### src/rtl/pg_alloc_pkg.sv
`timescale 1ns/1ps
package pg_alloc_pkg;
   typedef enum logic [2:0] {
      OP_NOP     = 3'd0,
      OP_ALLOC   = 3'd1,
      OP_RESET   = 3'd2,
      OP_RXPOP   = 3'd3,
      OP_RXFREE  = 3'd4,
      OP_RELEASE = 3'd5,
      OP_TXQ     = 3'd6,
      OP_FLUSH   = 3'd7
   } mmu_op_e;

   typedef enum logic [1:0] {
      WK_CMD  = 2'd0,
      WK_ACK  = 2'd1,
      WK_MASK = 2'd2,
      WK_NONE = 2'd3
   } wr_kind_e;

   localparam int ST_RCV   = 0;
   localparam int ST_TX    = 1;
   localparam int ST_TXE   = 2;
   localparam int ST_ALLOC = 3;
   localparam int ST_BITS  = 4;

   localparam logic [7:0] ACK_CLEARABLE = 8'hD6;
   localparam logic [7:0] NONE_CODE     = 8'h80;
endpackage

### src/rtl/pg_shift_queue.sv
`timescale 1ns/1ps
module pg_shift_queue #(
   parameter int DEPTH = 4,
   parameter int W     = 2,
   localparam int CW   = $clog2(DEPTH + 1),
   localparam int IW   = $clog2(DEPTH)
) (
   input  logic          clk,
   input  logic          rst_n,
   input  logic          clear,
   input  logic          push,
   input  logic [W-1:0]  din,
   input  logic          pop,
   output logic [W-1:0]  head,
   output logic [CW-1:0] count,
   output logic [CW-1:0] count_next,
   output logic          empty,
   output logic          full
);
   localparam logic [CW-1:0] FULLC = CW'(DEPTH);

   generate
      if (DEPTH < 2) begin : g_bad_depth
         $error("pg_shift_queue needs DEPTH >= 2");
      end
   endgenerate

   logic [W-1:0]  ent   [DEPTH];
   logic [W-1:0]  n_ent [DEPTH];
   logic [CW-1:0] cnt, n_cnt;

   always_comb begin
      n_ent = ent;
      n_cnt = cnt;
      if (clear) begin
         n_cnt = '0;
      end else begin
         if (pop && cnt != '0) begin
            for (int i = 0; i < DEPTH - 1; i++) n_ent[i] = ent[i+1];
            n_cnt = cnt - 1'b1;
         end
         if (push && n_cnt != FULLC) begin
            n_ent[n_cnt[IW-1:0]] = din;
            n_cnt = n_cnt + 1'b1;
         end
      end
   end

   always_ff @(posedge clk or negedge rst_n) begin
      if (!rst_n) begin
         cnt <= '0;
         for (int i = 0; i < DEPTH; i++) ent[i] <= '0;
      end else begin
         cnt <= n_cnt;
         ent <= n_ent;
      end
   end

   assign head       = ent[0];
   assign count      = cnt;
   assign count_next = n_cnt;
   assign empty      = (cnt == '0);
   assign full       = (cnt == FULLC);

   // a push into a full queue with no pop is dropped
   assert_full_drop_R7: assert property (@(posedge clk) disable iff (!rst_n)
      (full && push && !pop && !clear) |=> (count == FULLC));

   assert_count_bound_R7: assert property (@(posedge clk) disable iff (!rst_n)
      count <= FULLC);
endmodule

### src/rtl/pg_page_pool.sv
`timescale 1ns/1ps
module pg_page_pool #(
   parameter int NPAGE = 4,
   localparam int PW   = $clog2(NPAGE),
   localparam int CW   = $clog2(NPAGE + 1)
) (
   input  logic          clk,
   input  logic          rst_n,
   input  logic          clear,
   input  logic          rel_valid,
   input  logic [PW-1:0] rel_page,
   input  logic          want_a,
   input  logic          want_b,
   output logic          grant_a,
   output logic [PW-1:0] page_a,
   output logic          grant_b,
   output logic [PW-1:0] page_b,
   output logic [CW-1:0] used_count
);
   logic [NPAGE-1:0] bitmap, bm_rel, bm_a, bm_b;
   logic             free_a, free_b;

   always_comb begin
      bm_rel = bitmap;
      if (rel_valid) bm_rel[rel_page] = 1'b0;

      free_a = 1'b0;
      page_a = '0;
      for (int i = NPAGE - 1; i >= 0; i--) begin
         if (!bm_rel[i]) begin
            free_a = 1'b1;
            page_a = PW'(i);
         end
      end
      grant_a = want_a && free_a;
      bm_a = bm_rel;
      if (grant_a) bm_a[page_a] = 1'b1;

      free_b = 1'b0;
      page_b = '0;
      for (int i = NPAGE - 1; i >= 0; i--) begin
         if (!bm_a[i]) begin
            free_b = 1'b1;
            page_b = PW'(i);
         end
      end
      grant_b = want_b && free_b;
      bm_b = bm_a;
      if (grant_b) bm_b[page_b] = 1'b1;
   end

   always_ff @(posedge clk or negedge rst_n) begin
      if (!rst_n)     bitmap <= '0;
      else if (clear) bitmap <= '0;
      else            bitmap <= bm_b;
   end

   always_comb begin
      used_count = '0;
      for (int i = 0; i < NPAGE; i++) used_count = used_count + CW'(bitmap[i]);
   end

   // a granted page is marked in use after the edge
   assert_grant_owned_R2: assert property (@(posedge clk) disable iff (!rst_n)
      (grant_a && !clear) |=> bitmap[$past(page_a)]);

   // a receive grant is marked in use after the edge
   assert_rx_owned_R5: assert property (@(posedge clk) disable iff (!rst_n)
      (grant_b && !clear) |=> bitmap[$past(page_b)]);

   // the count never exceeds the pool
   assert_count_bound_R12: assert property (@(posedge clk) disable iff (!rst_n)
      used_count <= CW'(NPAGE));
endmodule

### src/rtl/pg_page_alloc.sv
`timescale 1ns/1ps
module pg_page_alloc
   import pg_alloc_pkg::*;
#(
   parameter int NPAGE   = 4,
   parameter bit IRQ_REG = 1'b0,
   localparam int PW     = $clog2(NPAGE),
   localparam int CW     = $clog2(NPAGE + 1)
) (
   input  logic          clk,
   input  logic          rst_n,
   input  logic          wr_en,
   input  logic [1:0]    wr_kind,
   input  logic [7:0]    wr_data,
   input  logic [PW-1:0] pkt_num,
   input  logic          rx_req,
   input  logic          tx_enable,
   input  logic          auto_release,
   output logic          rx_accept,
   output logic [PW-1:0] rx_page,
   output logic          tx_start,
   output logic [PW-1:0] tx_page,
   output logic [7:0]    alloc_result,
   output logic [7:0]    done_head,
   output logic [7:0]    rx_head,
   output logic [CW-1:0] used_count,
   output logic [7:0]    int_status,
   output logic          irq
);
   generate
      if (NPAGE < 2 || NPAGE > 64) begin : g_bad_pages
         $error("pg_page_alloc needs 2 <= NPAGE <= 64");
      end
   endgenerate

   function automatic logic [7:0] as_byte(input logic [PW-1:0] p);
      return {{(8-PW){1'b0}}, p};
   endfunction

   wr_kind_e kind;
   mmu_op_e  op;
   logic is_cmd, is_ack, is_mask;
   logic op_alloc, op_reset, op_rxpop, op_rxfree, op_release, op_txq, op_flush;

   assign kind       = wr_kind_e'(wr_kind);
   assign op         = mmu_op_e'(wr_data[7:5]);
   assign is_cmd     = wr_en && (kind == WK_CMD);
   assign is_ack     = wr_en && (kind == WK_ACK);
   assign is_mask    = wr_en && (kind == WK_MASK);
   assign op_alloc   = is_cmd && (op == OP_ALLOC);
   assign op_reset   = is_cmd && (op == OP_RESET);
   assign op_rxpop   = is_cmd && (op == OP_RXPOP);
   assign op_rxfree  = is_cmd && (op == OP_RXFREE);
   assign op_release = is_cmd && (op == OP_RELEASE);
   assign op_txq     = is_cmd && (op == OP_TXQ);
   assign op_flush   = is_cmd && (op == OP_FLUSH);

   logic [PW-1:0] txq_head, donq_head, rxq_head;
   logic [CW-1:0] txq_cnt, txq_nxt, donq_cnt, donq_nxt, rxq_cnt, rxq_nxt;
   logic          txq_empty, txq_full, donq_empty, donq_full, rxq_empty, rxq_full;

   logic          drain, rel_valid, want_a, want_b, grant_a, grant_b;
   logic [PW-1:0] rel_page, page_a, page_b;
   logic          pend_r, n_pend;
   logic [7:0]    res_r, n_res;
   logic [ST_BITS-1:0] st_r, n_st;
   logic [7:0]    mask_r;

   assign drain     = tx_enable && !wr_en && !txq_empty;
   assign rel_valid = op_release || (op_rxfree && !rxq_empty) || (drain && auto_release);
   assign rel_page  = op_release ? pkt_num : (op_rxfree ? rxq_head : txq_head);
   assign want_a    = op_alloc || (pend_r && rel_valid);
   assign want_b    = rx_req && !wr_en && !rxq_full;

   pg_page_pool #(.NPAGE(NPAGE)) i_pool (
      .clk        (clk),
      .rst_n      (rst_n),
      .clear      (op_reset),
      .rel_valid  (rel_valid),
      .rel_page   (rel_page),
      .want_a     (want_a),
      .want_b     (want_b),
      .grant_a    (grant_a),
      .page_a     (page_a),
      .grant_b    (grant_b),
      .page_b     (page_b),
      .used_count (used_count)
   );

   pg_shift_queue #(.DEPTH(NPAGE), .W(PW)) i_txq (
      .clk(clk), .rst_n(rst_n),
      .clear(op_reset || op_flush),
      .push(op_txq), .din(pkt_num), .pop(drain),
      .head(txq_head), .count(txq_cnt), .count_next(txq_nxt),
      .empty(txq_empty), .full(txq_full)
   );

   pg_shift_queue #(.DEPTH(NPAGE), .W(PW)) i_donq (
      .clk(clk), .rst_n(rst_n),
      .clear(op_reset || op_flush),
      .push(drain && !auto_release), .din(txq_head), .pop(is_ack && wr_data[ST_TX]),
      .head(donq_head), .count(donq_cnt), .count_next(donq_nxt),
      .empty(donq_empty), .full(donq_full)
   );

   pg_shift_queue #(.DEPTH(NPAGE), .W(PW)) i_rxq (
      .clk(clk), .rst_n(rst_n),
      .clear(op_reset),
      .push(grant_b), .din(page_b), .pop(op_rxpop || op_rxfree),
      .head(rxq_head), .count(rxq_cnt), .count_next(rxq_nxt),
      .empty(rxq_empty), .full(rxq_full)
   );

   always_comb begin
      n_res  = res_r;
      n_pend = pend_r;
      if (op_reset) begin
         n_res  = 8'h00;
         n_pend = 1'b0;
      end else if (op_alloc) begin
         n_res  = grant_a ? as_byte(page_a) : NONE_CODE;
         n_pend = !grant_a;
      end else if (pend_r && grant_a) begin
         n_res  = as_byte(page_a);
         n_pend = 1'b0;
      end
   end

   always_comb begin
      n_st = st_r;
      if (op_alloc) n_st[ST_ALLOC] = 1'b0;
      if (grant_a)  n_st[ST_ALLOC] = 1'b1;
      if (is_ack)   n_st = n_st & ~wr_data[ST_BITS-1:0] & ~ACK_CLEARABLE[ST_BITS-1:0]
                           | n_st & ~wr_data[ST_BITS-1:0] & ACK_CLEARABLE[ST_BITS-1:0]
                           | n_st & ~ACK_CLEARABLE[ST_BITS-1:0];
      if (grant_b)  n_st[ST_RCV] = 1'b1;
      if (op_rxpop || op_rxfree) n_st[ST_RCV] = (rxq_nxt != '0);
      if (donq_nxt != '0) n_st[ST_TX]  = 1'b1;
      if (txq_nxt == '0)  n_st[ST_TXE] = 1'b1;
   end

   always_ff @(posedge clk or negedge rst_n) begin
      if (!rst_n) begin
         res_r  <= 8'h00;
         pend_r <= 1'b0;
         st_r   <= ST_BITS'(1 << ST_TXE);
         mask_r <= 8'h00;
      end else begin
         res_r  <= n_res;
         pend_r <= n_pend;
         st_r   <= n_st;
         if (is_mask) mask_r <= wr_data;
      end
   end

   assign int_status   = {{(8-ST_BITS){1'b0}}, st_r};
   assign alloc_result = res_r;
   assign done_head    = donq_empty ? NONE_CODE : as_byte(donq_head);
   assign rx_head      = rxq_empty  ? NONE_CODE : as_byte(rxq_head);
   assign rx_accept    = grant_b;
   assign rx_page      = page_b;
   assign tx_start     = drain;
   assign tx_page      = txq_head;

   generate
      if (IRQ_REG) begin : g_irq_flop
         logic irq_q;
         always_ff @(posedge clk or negedge rst_n) begin
            if (!rst_n) irq_q <= 1'b0;
            else        irq_q <= |({{(8-ST_BITS){1'b0}}, n_st} & (is_mask ? wr_data : mask_r));
         end
         assign irq = irq_q;
      end else begin : g_irq_comb
         assign irq = |(int_status & mask_r);
      end
   endgenerate

   // transmit queue empty forces its status bit
   assert_txempty_R9: assert property (@(posedge clk) disable iff (!rst_n)
      (txq_cnt == '0) |-> int_status[ST_TXE]);

   // pending completions force the transmit-done bit
   assert_txdone_R9: assert property (@(posedge clk) disable iff (!rst_n)
      (donq_cnt != '0) |-> int_status[ST_TX]);

   // allocating on a full pool reports failure next cycle
   assert_full_fail_R3: assert property (@(posedge clk) disable iff (!rst_n)
      (op_alloc && used_count == CW'(NPAGE)) |=> (alloc_result == NONE_CODE));

   // writes stall the receive side
   assert_rx_stall_R13: assert property (@(posedge clk) disable iff (!rst_n)
      (rx_req && wr_en) |-> !rx_accept);

   // writes stall the transmit side
   assert_tx_stall_R13: assert property (@(posedge clk) disable iff (!rst_n)
      wr_en |-> !tx_start);
endmodule

### config.mk
export PLATFORM = sky130hd
export DESIGN_NAME = pg_page_alloc
export DESIGN_NICKNAME = d
export VERILOG_FILES = /design/src/rtl/pg_alloc_pkg.sv /design/src/rtl/pg_shift_queue.sv /design/src/rtl/pg_page_pool.sv /design/src/rtl/pg_page_alloc.sv
export SDC_FILE = /design/constraint.sdc
export NUM_CORES = 1
export LEC_CHECK = 0
export ABC_AREA = 1
export BUFFER_PORTS_ARGS = -buffer_cell sky130_fd_sc_hd__buf_2
export CORE_ASPECT_RATIO = 0.6
export CORE_MARGIN = 2
export CORE_UTILIZATION = 57
export DETAILED_ROUTE_END_ITERATION = 8
export HOLD_SLACK_MARGIN = 0.08
export PLACE_DENSITY = 0.79
export SYNTH_ARGS = -nofsm -noshare
export SYNTH_HDL_FRONTEND = slang
export SYNTH_SLANG_ARGS = --single-unit
### constraint.sdc
create_clock -name clk -period 2.9 [get_ports clk]
set_input_delay 0.435 -clock clk [delete_from_list [all_inputs] [get_ports clk]]
set_output_delay 0.435 -clock clk [all_outputs]
set_load 0.01 [all_outputs]
==> flow_summary_export.csv, run 1 <==
group,metric,value,unit
final_layout,insertedDiodeCount,0,
timing,setup_viol,0,
final_layout,fin_cells,594,
detailed_routing,drtPass1Iterations,5,
die,io_pins,60,
critical_path,cp_cell_sequence,"inv_1 -> ha_1 -> nand2_1 -> nand2_4 -> inv_2 -> nand2_1 -> nand3_4 -> nand2_2 -> nand2_4 -> nand3_1 -> o21ai_2 -> nand3_4 -> nand2_2 -> inv_2 -> buf_2",
pwr,power.density,903,nW/um^2
synthesis,synth-seq-cells,48,
clocking,clock-sinks,48,
critical_path,required,2.47,ns
timing,fin_crit,2.77,ns
clocking,cts_buffers,5,
die,initial_core_util,60.5,%
critical_path,critical_path.max_stage_delay,0.37,ns
synthesis,synth_flop_cell,"dfrtp_1",
clocking,cts.path.max_buffers,2,
timing,holdWs,0.315,ns
timing,maxSlewViolCount,0,
place,post-place-ws,0.114,ns
clocking,htreeDepth,2,
clocking,cts_hold_buf,0,
synthesis,postSynthCellCount,457,
critical_path,start_kind,"flop",
die,rows,21,
synthesis,synth_edf_count,0,
critical_path,end_kind,"output port",
detailed_routing,wire_per_inst,13.2,um
timing,worst_slack,0.133,ns
timing,fmax,361,MHz
synthesis,synth.avg_cell_area,7.58,um^2
clocking,cts_tree,"done",
final_layout,area_growth_syn_to_layout,13.0,%
global_routing,grt_pass1_vias,2754,
critical_path,path_buf_inv,4,
detailed_routing,vias_per_cell,5.09,
hold_path,hp-class,"in -> async",
synthesis,synth.yosys.seq_area_share,34.7,%
die,die_w,105,um
detailed_routing,drt-total-wl,7.83,mm
final_layout,nets,552,
timing,period_share,95.4,%
detailed_routing,routed-via-count,3025,
job,cap_violations,0,
clocking,cts-root-buf,"clkbuf_8",
global_routing,grt_max_degree,49,
critical_path,crit_family,"simple AND/OR/NAND/NOR gates",
detailed_routing,ant_nets,0,
place,placed_cells,582,
timing,skew,0.00970,ns
synthesis,syn_area,3460,um^2
timing,worst_slew_pin_slew,1.06,ns
pwr,leakage,2.09,nW
global_routing,grtUsageTotal,24.8,%
detailed_routing,drc,0,
timing,max_slew_margin,29.4,%
clocking,clock_latency,0.31,ns
die,core,5730,um^2
place,port_buffers,39,
global_routing,grt_pass1_wl,13.2,mm
place,hpwl,6.12,mm
global_routing,overflow,0,
place,gp_congestion,0.885,
critical_path,crit_slowest_cell,"dfrtp_1",
synthesis,yosysWarnings,0,
status,status,"complete, no violations",
synthesis,async_flop_share,100,%
critical_path,arrival,2.33,ns
die,die_h,64.4,um
timing,hold_violations,0,
final_layout,drive_above_1_share,23.0,%
synthesis,synth_cell_types,42,
global_routing,antenna_found_initial,0,
detailed_routing,first_iter_violations,219,
pwr,peakVddDrop,761,uV
clocking,path_clk_slew,0.09,ns
die,die_area,6740,um^2
critical_path,crit_type,"reg -> out",
critical_path,cp_max_fo,6,
==> layer usage <==
layer,share of wire [%],routed length [um],track usage [%]
met1,52,4040,38.5
met4,0.97,76,6.67
met5,0,0,0
met3,8.0,627,4.69
met2,39,3090,34.9
==> worst reg2reg max path, cell delays in order, from the launching register on <==
cell and delay, ns:
dfrtp_1 0.37, inv_1 0.07, ha_1 0.20, nand2_1 0.11, nand2_4 0.06, buf_4 0.17
o21ai_0 0.34, inv_1 0.15, ha_1 0.24, nand2_1 0.09, nand2_2 0.07, inv_2 0.15
nand3_1 0.09, nand2_1 0.08, nor2_1 0.05, o31ai_1 0.32
==> report_power, final <==
| group | switching (W) | total, W | internal, W |
|---|---|---|---|
| Combinational | 0.00123 | 0.00200 | 0.000765 |
| Sequential | 0.000172 | 0.00110 | 0.000926 |
| Clock | 0.000223 | 0.000441 | 0.000218 |
| Total | 0.00163 | 0.00354 | 0.00191 |
==> layout by cell type (no fill, tap or decap), drive strengths merged <==
cell type	count
a21oi	12
clkinv	1
dfstp	1
a211oi	2
nand3	29
buf	58
nand2	132
xor2	7
o21ai	43
nor3	5
a21boi	1
ha	20
o211ai	1
fa	1
a31oi	1
mux2	4
nand4	4
clkbuf	8
conb	19
dfrtp	47
mux2i	4
o21a	1
o31ai	4
nor2	36
or2	1
inv	72
==> synthesized netlist by cell type (2+ instances only) <==
library cell	count	share of area, %
nand2_1	117	13
inv_1	66	7.2
dfrtp_1	47	34
o21ai_0	39	5.6
nor2_1	31	3.4
buf_4	24	5.2
ha_1	20	7.2
nand3_1	20	2.9
nand2_2	13	2.3
a21oi_1	11	1.6
nand3_2	6	1.7
xor2_1	6	1.5
inv_2	5	0.54
nor3_1	5	0.72
mux2i_1	4	1.2
nand4_1	4	0.72
nand3_4	3	1.5
nor2_2	3	0.54
o21ai_2	3	0.76
o31ai_1	3	0.65
a211oi_1	2	0.43
buf_2	2	0.29
mux2_2	2	0.65
mux2_4	2	0.87
nand2_4	2	0.65
==> area by class of cell <==
| type | count | area [um^2] |
|---|---|---|
| repair buffers | 58 | 338 |
| flip-flops and latches | 48 | 1200 |
| multi-input cells | 327 | 1900 |
| inverters | 73 | 279 |
| clock buffers | 8 | 100 |
| fillers | 495 | 1810 |
| well taps | 80 | 100 |
==> path summary, 6_finish.rpt <==
| path | start | endpoint | slack (ns) | cells past startpoint |
|---|---|---|---|---|
| min in group clk | wr_data[3] | mask_r[3] | 0.36 | 2 |
| max in group asynchronous | rst_n | st_r[2] | 1.87 | 2 |
| setup reg to reg | i_txq.count[0] | st_r[2] | 0.24 | 15 |
| setup / recovery | i_txq.count[0] | rx_accept | 0.13 | 15 |
| hold / removal | rst_n | i_txq.ent[3] | 0.31 | 1 |
| hold reg to reg | flop | flop | 0.50 | 2 |
==> logic make-up (layout without fill, tap and decap cells) <==
logic type,count (synthesis),in the layout,synth area share [%]
flip-flops,48,48,34.7
AO/OA/AOI/OAI,65,65,10.9
multiplexers,8,8,2.67
XOR/XNOR,7,7,1.99
buffers and inverters,100,139,13.6
other,1,19,0.108
adder cells (fa/ha/maj),21,21,7.80
AND/OR/NAND/NOR,207,207,28.2
==> per-stage QoR <==
| stage | util (%) | TNS, ns | total power [W] | instance area, um^2 |
|---|---|---|---|---|
| after global routing | 68.3 | -0.0238 | 0.00388 | 3920 |
| after CTS | 67.4 | 0 | 0.00347 | 3860 |
| after floorplan | - | 0 | 0.00244 | 3530 |
| after global placement | 65.4 | 0 | 0.00292 | 3750 |
| after detailed placement | 65.4 | 0 | 0.00300 | 3750 |
| final | 68.3 | 0 | 0.00354 | 3920 |
==> repair_timing <==
action	in CTS	in global routing
buffers inserted	0	4
pin swaps	1	5
resized for setup	4	8
endpoints found under the setup margin	2	3
(Power assumes the default switching activity.)
==> inputs of run 2 (changes only) <==
--- a/config.mk
+++ b/config.mk
@@ -12,7 +12,8 @@
 export CORE_UTILIZATION = 57
 export DETAILED_ROUTE_END_ITERATION = 8
 export HOLD_SLACK_MARGIN = 0.08
-export PLACE_DENSITY = 0.79
+export PLACE_DENSITY = 0.78
 export SYNTH_ARGS = -nofsm -noshare
 export SYNTH_HDL_FRONTEND = slang
+export SYNTH_HIERARCHICAL = 1
 export SYNTH_SLANG_ARGS = --single-unit
==> run 2 against run 1 <==
The flow now finishes with violations (setup timing). Count of clock-buffer cells in the layout is 3 lower. Worst setup slack worse by 0.14 ns. Cell count is 12% higher. Via count is 16% higher. Global-route usage is 0.64 points higher. Die area is 5.5% higher. Wire length is 16% higher. Critical path depth is 2 higher. Hold slack better by 0.016 ns. Design area is 10% higher. Area after synthesis is 5.9% higher. Clock power is 31% higher.
==> flow_summary_export.csv, run 2 <==
group,metric,value,unit
die,io_pins,60,
status,status,"finished, violations left",
place,hpwl,6.43,mm
final_layout,utilization,70.1,%
detailed_routing,routed-via-count,3509,
detailed_routing,vias_per_cell,5.29,
final_layout,fin_cells,663,
place,port_buffers,39,
synthesis,synth.avg_cell_area,7.09,um^2
clocking,path_clk_slew,0.09,ns
final_layout,nets,606,
critical_path,r2r-start,"i_txq/count[0]",
critical_path,crit_type,"in -> out",
critical_path,arrival,2.47,ns
detailed_routing,ant_nets,0,
pwr,peakVddDrop,540,uV
pwr,power.density,982,nW/um^2
place,placed_area,3930,um^2
clocking,clock-sinks,48,
synthesis,yosysWarnings,6,
detailed_routing,drc,0,
job,cap_violations,0,
timing,skew,0.00538,ns
global_routing,overflow,0,
timing,fmax,344,MHz
place,gp_congestion,0.929,
clocking,cts.path.max_buffers,2,
critical_path,end_kind,"output port",
pwr,leakage,2.29,nW
synthesis,syn_area,3670,um^2
die,core,6170,um^2
global_routing,grt_pass1_vias,3230,
pwr,power,0.00425,W
global_routing,antenna_found_initial,0,
critical_path,r2r-end,"st_r[0]",
timing,period_share,100,%
die,die_area,7110,um^2
detailed_routing,wire_per_inst,13.7,um
global_routing,grtUsageTotal,25.4,%
timing,holdWs,0.330,ns
final_layout,n_fill_cell,482,
critical_path,required,2.47,ns
status,failed_checks,"setup timing",
timing,worst_slack,-0.00342,ns
place,placed_cells,644,
final_layout,most-common-layout-cells,"nand2_1, inv_1, dfrtp_1, nand3_1, buf_2",
timing,hold_violations,0,
critical_path,worst-r2r-cell-count,25,
clocking,cts_tree,"done",
final_layout,area_growth_syn_to_layout,17.9,%
final_layout,final_area,4320,um^2
clocking,cts-root-buf,"clkbuf_8",
synthesis,postSynthCellCount,517,
critical_path,start_kind,"primary input",
final_layout,drive_above_1_share,29.7,%
timing,worst_slew_pin_slew,1.09,ns
critical_path,ff2ff_setup_slack,0.19,ns
global_routing,grt_max_degree,49,
detailed_routing,drt-total-wl,9.06,mm
timing,maxSlewViolCount,0,
die,initial_core_util,59.5,%
final_layout,final_common_cell,"nand2_1",
die,rows,22,
die,die_h,66.1,um
timing,fin_crit,2.90,ns
clocking,clock_latency,0.30,ns
detailed_routing,first_iter_violations,194,
critical_path,cp_max_fo,4,
timing,rsz0062_at_grt,"yes",
hold_path,hp-class,"in -> async",
global_routing,grt_pass1_wl,14.3,mm
clocking,htreeDepth,2,
detailed_routing,drtPass1Iterations,5,
timing,max_slew_margin,27.5,%
final_layout,insertedDiodeCount,0,
timing,setup_viol,1,
clocking,cts_buffers,5,
die,die_w,108,um
-- run 2: per-stage QoR --
| stage | setup TNS [ns] | worst slack [ns] |
|---|---|---|
| after CTS | 0 | 0.00433 |
| after global placement | 0 | 0.0354 |
| final | -0.00342 | -0.00342 |
| after floorplan | 0 | 0.119 |
| after detailed placement | -0.0328 | -0.0328 |
| after global routing | -0.297 | -0.125 |
-- run 2: report_power, final --
group / leakage (nW) / switching (W) / total (W) / internal [W]
logic: 1.66 / 0.00151 / 0.00249 / 0.000980
registers: 0.561 / 0.000217 / 0.00118 / 0.000962
clock network: 0.0642 / 0.000239 / 0.000579 / 0.000340
total: 2.29 / 0.00196 / 0.00425 / 0.00228
-- run 2: area by class of cell --
| class | instances | area (um^2) | area share (%) |
|---|---|---|---|
| timing repair buffer | 74 | 478 | 11.1 |
| sequential | 48 | 1200 | 27.8 |
| clock inverter | 2 | 60.1 | 1.39 |
| inverter | 78 | 303 | 7.00 |
| tap | 84 | 105 | 2.43 |
| multi-input combinational | 372 | 2110 | 48.7 |
| clock buffer | 5 | 68.8 | 1.59 |
-- run 2: repair_timing --
item / in CTS / in global routing
hold buffers: 0 / 0
gates resized for setup: 11 / 38
setup endpoints to repair: 4 / 4
pin swaps: 5 / 20
buffers inserted: 3 / 9
-- run 2: how the worst max path moves through the flow --
stage,start,depth (start not counted),end
after global placement,wr_data[6],25,st_r[0]
final,wr_data[6],17,rx_page[0]
after floorplan,i_txq/count[1],27,st_r[0]
after detailed placement,wr_data[6],25,st_r[0]
after CTS,i_txq/count[0],19,rx_accept
after global routing,wr_data[6],19,rx_accept
-- run 2: routing by layer --
layer / up-vias / routed length [um] / global-route usage, % / part of all wire, %
met2: 147 / 4080 / 40.6 / 45
met5: - / 0 / 0 / 0
met3: 18 / 613 / 5.32 / 6.8
met4: 0 / 142 / 7.69 / 1.6
li1: 1720 / - / - / -
met1: 1624 / 4220 / 34.9 / 47
-- run 2: critical path, cell delays in order --
cell and delay, ns:
buf_2 0.12, inv_1 0.12, nand3_1 0.17, nor2_4 0.20
inv_1 0.08, nand3_1 0.11, nand2_2 0.11, inv_1 0.17
nand3_4 0.11, nand2_2 0.09, nor2_2 0.05, nand2_1 0.07
nand2_2 0.06, buf_4 0.17, nor2_4 0.07, o21a_1 0.19
buf_2 0.15
==> inputs of run 3 (changes only) <==
--- a/config.mk
+++ b/config.mk
@@ -13,6 +13,7 @@
 export DETAILED_ROUTE_END_ITERATION = 8
 export HOLD_SLACK_MARGIN = 0.08
 export PLACE_DENSITY = 0.78
+export SETUP_SLACK_MARGIN = 0.02
 export SYNTH_ARGS = -nofsm -noshare
 export SYNTH_HDL_FRONTEND = slang
 export SYNTH_HIERARCHICAL = 1
==> run 3 against run 2 <==
Register-to-register slack worse by 0.07 ns. Clock power about the same. The flow still finishes with violations (setup timing). Maximum frequency down 0.69%. Critical path type is now reg -> out.
==> flow_summary_export.csv, run 3 (synthesis results as in run 2) <==
group,metric,value,unit
status,status,"finished, violations left",
status,failed_checks,"setup timing",
timing,skew,0.00658,ns
detailed_routing,drc,0,
critical_path,critical_path.max_stage_delay,0.37,ns
place,gp_congestion,0.929,
final_layout,drive_above_1_share,29.5,%
clocking,clock-sinks,48,
die,die_area,7110,um^2
timing,worst_slew_pin_slew,1.09,ns
detailed_routing,first_iter_violations,197,
detailed_routing,routed-via-count,3523,
die,die_h,66.1,um
job,cap_violations,0,
hold_path,hp-class,"in -> async",
critical_path,start_kind,"flop",
clocking,clock_latency,0.30,ns
timing,holdWs,0.327,ns
timing,rsz0062_at_grt,"yes",
critical_path,end_kind,"output port",
clocking,cts_hold_buf,0,
clocking,path_clk_slew,0.09,ns
global_routing,grtUsageTotal,25.5,%
pwr,peakVddDrop,533,uV
critical_path,crit_slowest_cell,"dfrtp_1",
global_routing,grt_pass1_wl,14.4,mm
final_layout,final_common_cell,"nand2_1",
die,initial_core_util,59.5,%
critical_path,cp_cell_sequence,"inv_2 -> ha_4 -> nand2_4 -> inv_2 -> inv_2 -> nand2_2 -> nor2_4 -> nor2_4 -> nand2_4 -> nand2_4 -> o21ai_1 -> nand2_2 -> buf_4 -> nor2_4 -> o21a_1 -> buf_2",
pwr,power.density,981,nW/um^2
global_routing,grt_max_degree,49,
global_routing,antenna_found_initial,0,
final_layout,most-common-layout-cells,"nand2_1, inv_1, dfrtp_1, nand3_1, buf_2",
die,rows,22,
timing,fin_crit,2.92,ns
timing,period_share,101,%
critical_path,cp_max_fo,6,
final_layout,nets,606,
critical_path,required,2.47,ns
critical_path,crit_type,"reg -> out",
clocking,htreeDepth,2,
final_layout,insertedDiodeCount,0,
timing,worst_slack,-0.0236,ns
clocking,cts-root-buf,"clkbuf_8",
clocking,cts_buffers,5,
pwr,leakage,2.28,nW
timing,max_slew_margin,27.6,%
die,die_w,108,um
place,port_buffers,39,
timing,hold_violations,0,
detailed_routing,drt-total-wl,9.14,mm
clocking,cts_tree,"done",
clocking,cts.path.max_buffers,2,
die,io_pins,60,
timing,maxSlewViolCount,0,
critical_path,arrival,2.49,ns
place,hpwl,6.43,mm
global_routing,grt_pass1_vias,3237,
die,core,6170,um^2
critical_path,worst-r2r-cell-count,25,
detailed_routing,drtPass1Iterations,5,
global_routing,overflow,0,
detailed_routing,vias_per_cell,5.31,
detailed_routing,ant_nets,0,
detailed_routing,wire_per_inst,13.8,um
timing,setup_viol,2,
place,post-place-ws,-0.0328,ns
final_layout,area_growth_syn_to_layout,17.5,%
timing,fmax,342,MHz
[run 3: cell counts in the layout (fill, tap and decap cells not counted)]
No cell type changed its count.
[run 3: timing repair]
| item | in CTS | in global routing |
|---|---|---|
| endpoints found under the setup margin | 4 | 4 |
| buffers inserted | 4 | 8 |
| resized for setup | 12 | 34 |
| pin swaps | 7 | 17 |
| hold endpoints to repair | 0 | 0 |
[run 3: where the power goes]
part / leakage (nW) / internal (W) / switching (W) / total (W)
clock: 0.0642 / 0.000340 / 0.000237 / 0.000577
combinational: 1.66 / 0.000970 / 0.00150 / 0.00247
sequential: 0.561 / 0.000962 / 0.000217 / 0.00118
total: 2.28 / 0.00227 / 0.00195 / 0.00423
[run 3: path summary, 6_finish.rpt]
| check | end | startpoint | slack, ns |
|---|---|---|---|
| setup / recovery | rx_page[0] | i_txq/count[0] | -0.02 |
| hold / removal | i_donq/ent[4] | rst_n | 0.33 |
| setup reg to reg | st_r[0] | i_txq/count[0] | 0.12 |
| hold reg to reg | mask_r[2] | mask_r[2] | 0.49 |
| max in group asynchronous | alloc_result[0] | rst_n | 1.90 |
| min in group clk | mask_r[3] | wr_data[3] | 0.37 |
[run 3: area by class of cell]
cell class / instances / area [um^2]
inverters: 78 / 303
clock inverters: 2 / 60.1
clock buffers: 5 / 68.8
flip-flops and latches: 48 / 1200
fillers: 485 / 1860
repair buffers: 74 / 472
well taps: 84 / 105
multi-input cells: 372 / 2100
[run 3: through the flow]
step,cell area [um^2],power [W],std cells,util (%),TNS [ns]
final,4310,0.00423,663,69.9,-0.0284
after global routing,4310,0.00456,663,69.9,-0.527
after CTS,4120,0.00399,655,66.8,0
after detailed placement,3930,0.00333,644,63.7,-0.0328
after global placement,3930,0.00324,644,63.7,0
after floorplan,3730,0.00277,535,-,0
[run 3: routing by layer]
metal  track usage [%]  up-vias  wire length [um]  part of all wire [%]
li1                  -     1718                 -                     -
met1              35.2     1623              4040                    44
met5                 0        -                 0                     0
met4              7.69        0               178                   1.9
met3              5.12       19               711                   7.8
met2              40.9      163              4200                    46
[run 3: critical path: cells and delay by family, from the launching register on]
family / cells / cell delay [ns]
AOI/OAI and AO/OA: 2 / 0.48
adders and majority gates: 1 / 0.16
buffers and inverters: 5 / 0.45
DFF: 1 / 0.37
and+or+nand+nor: 8 / 0.73
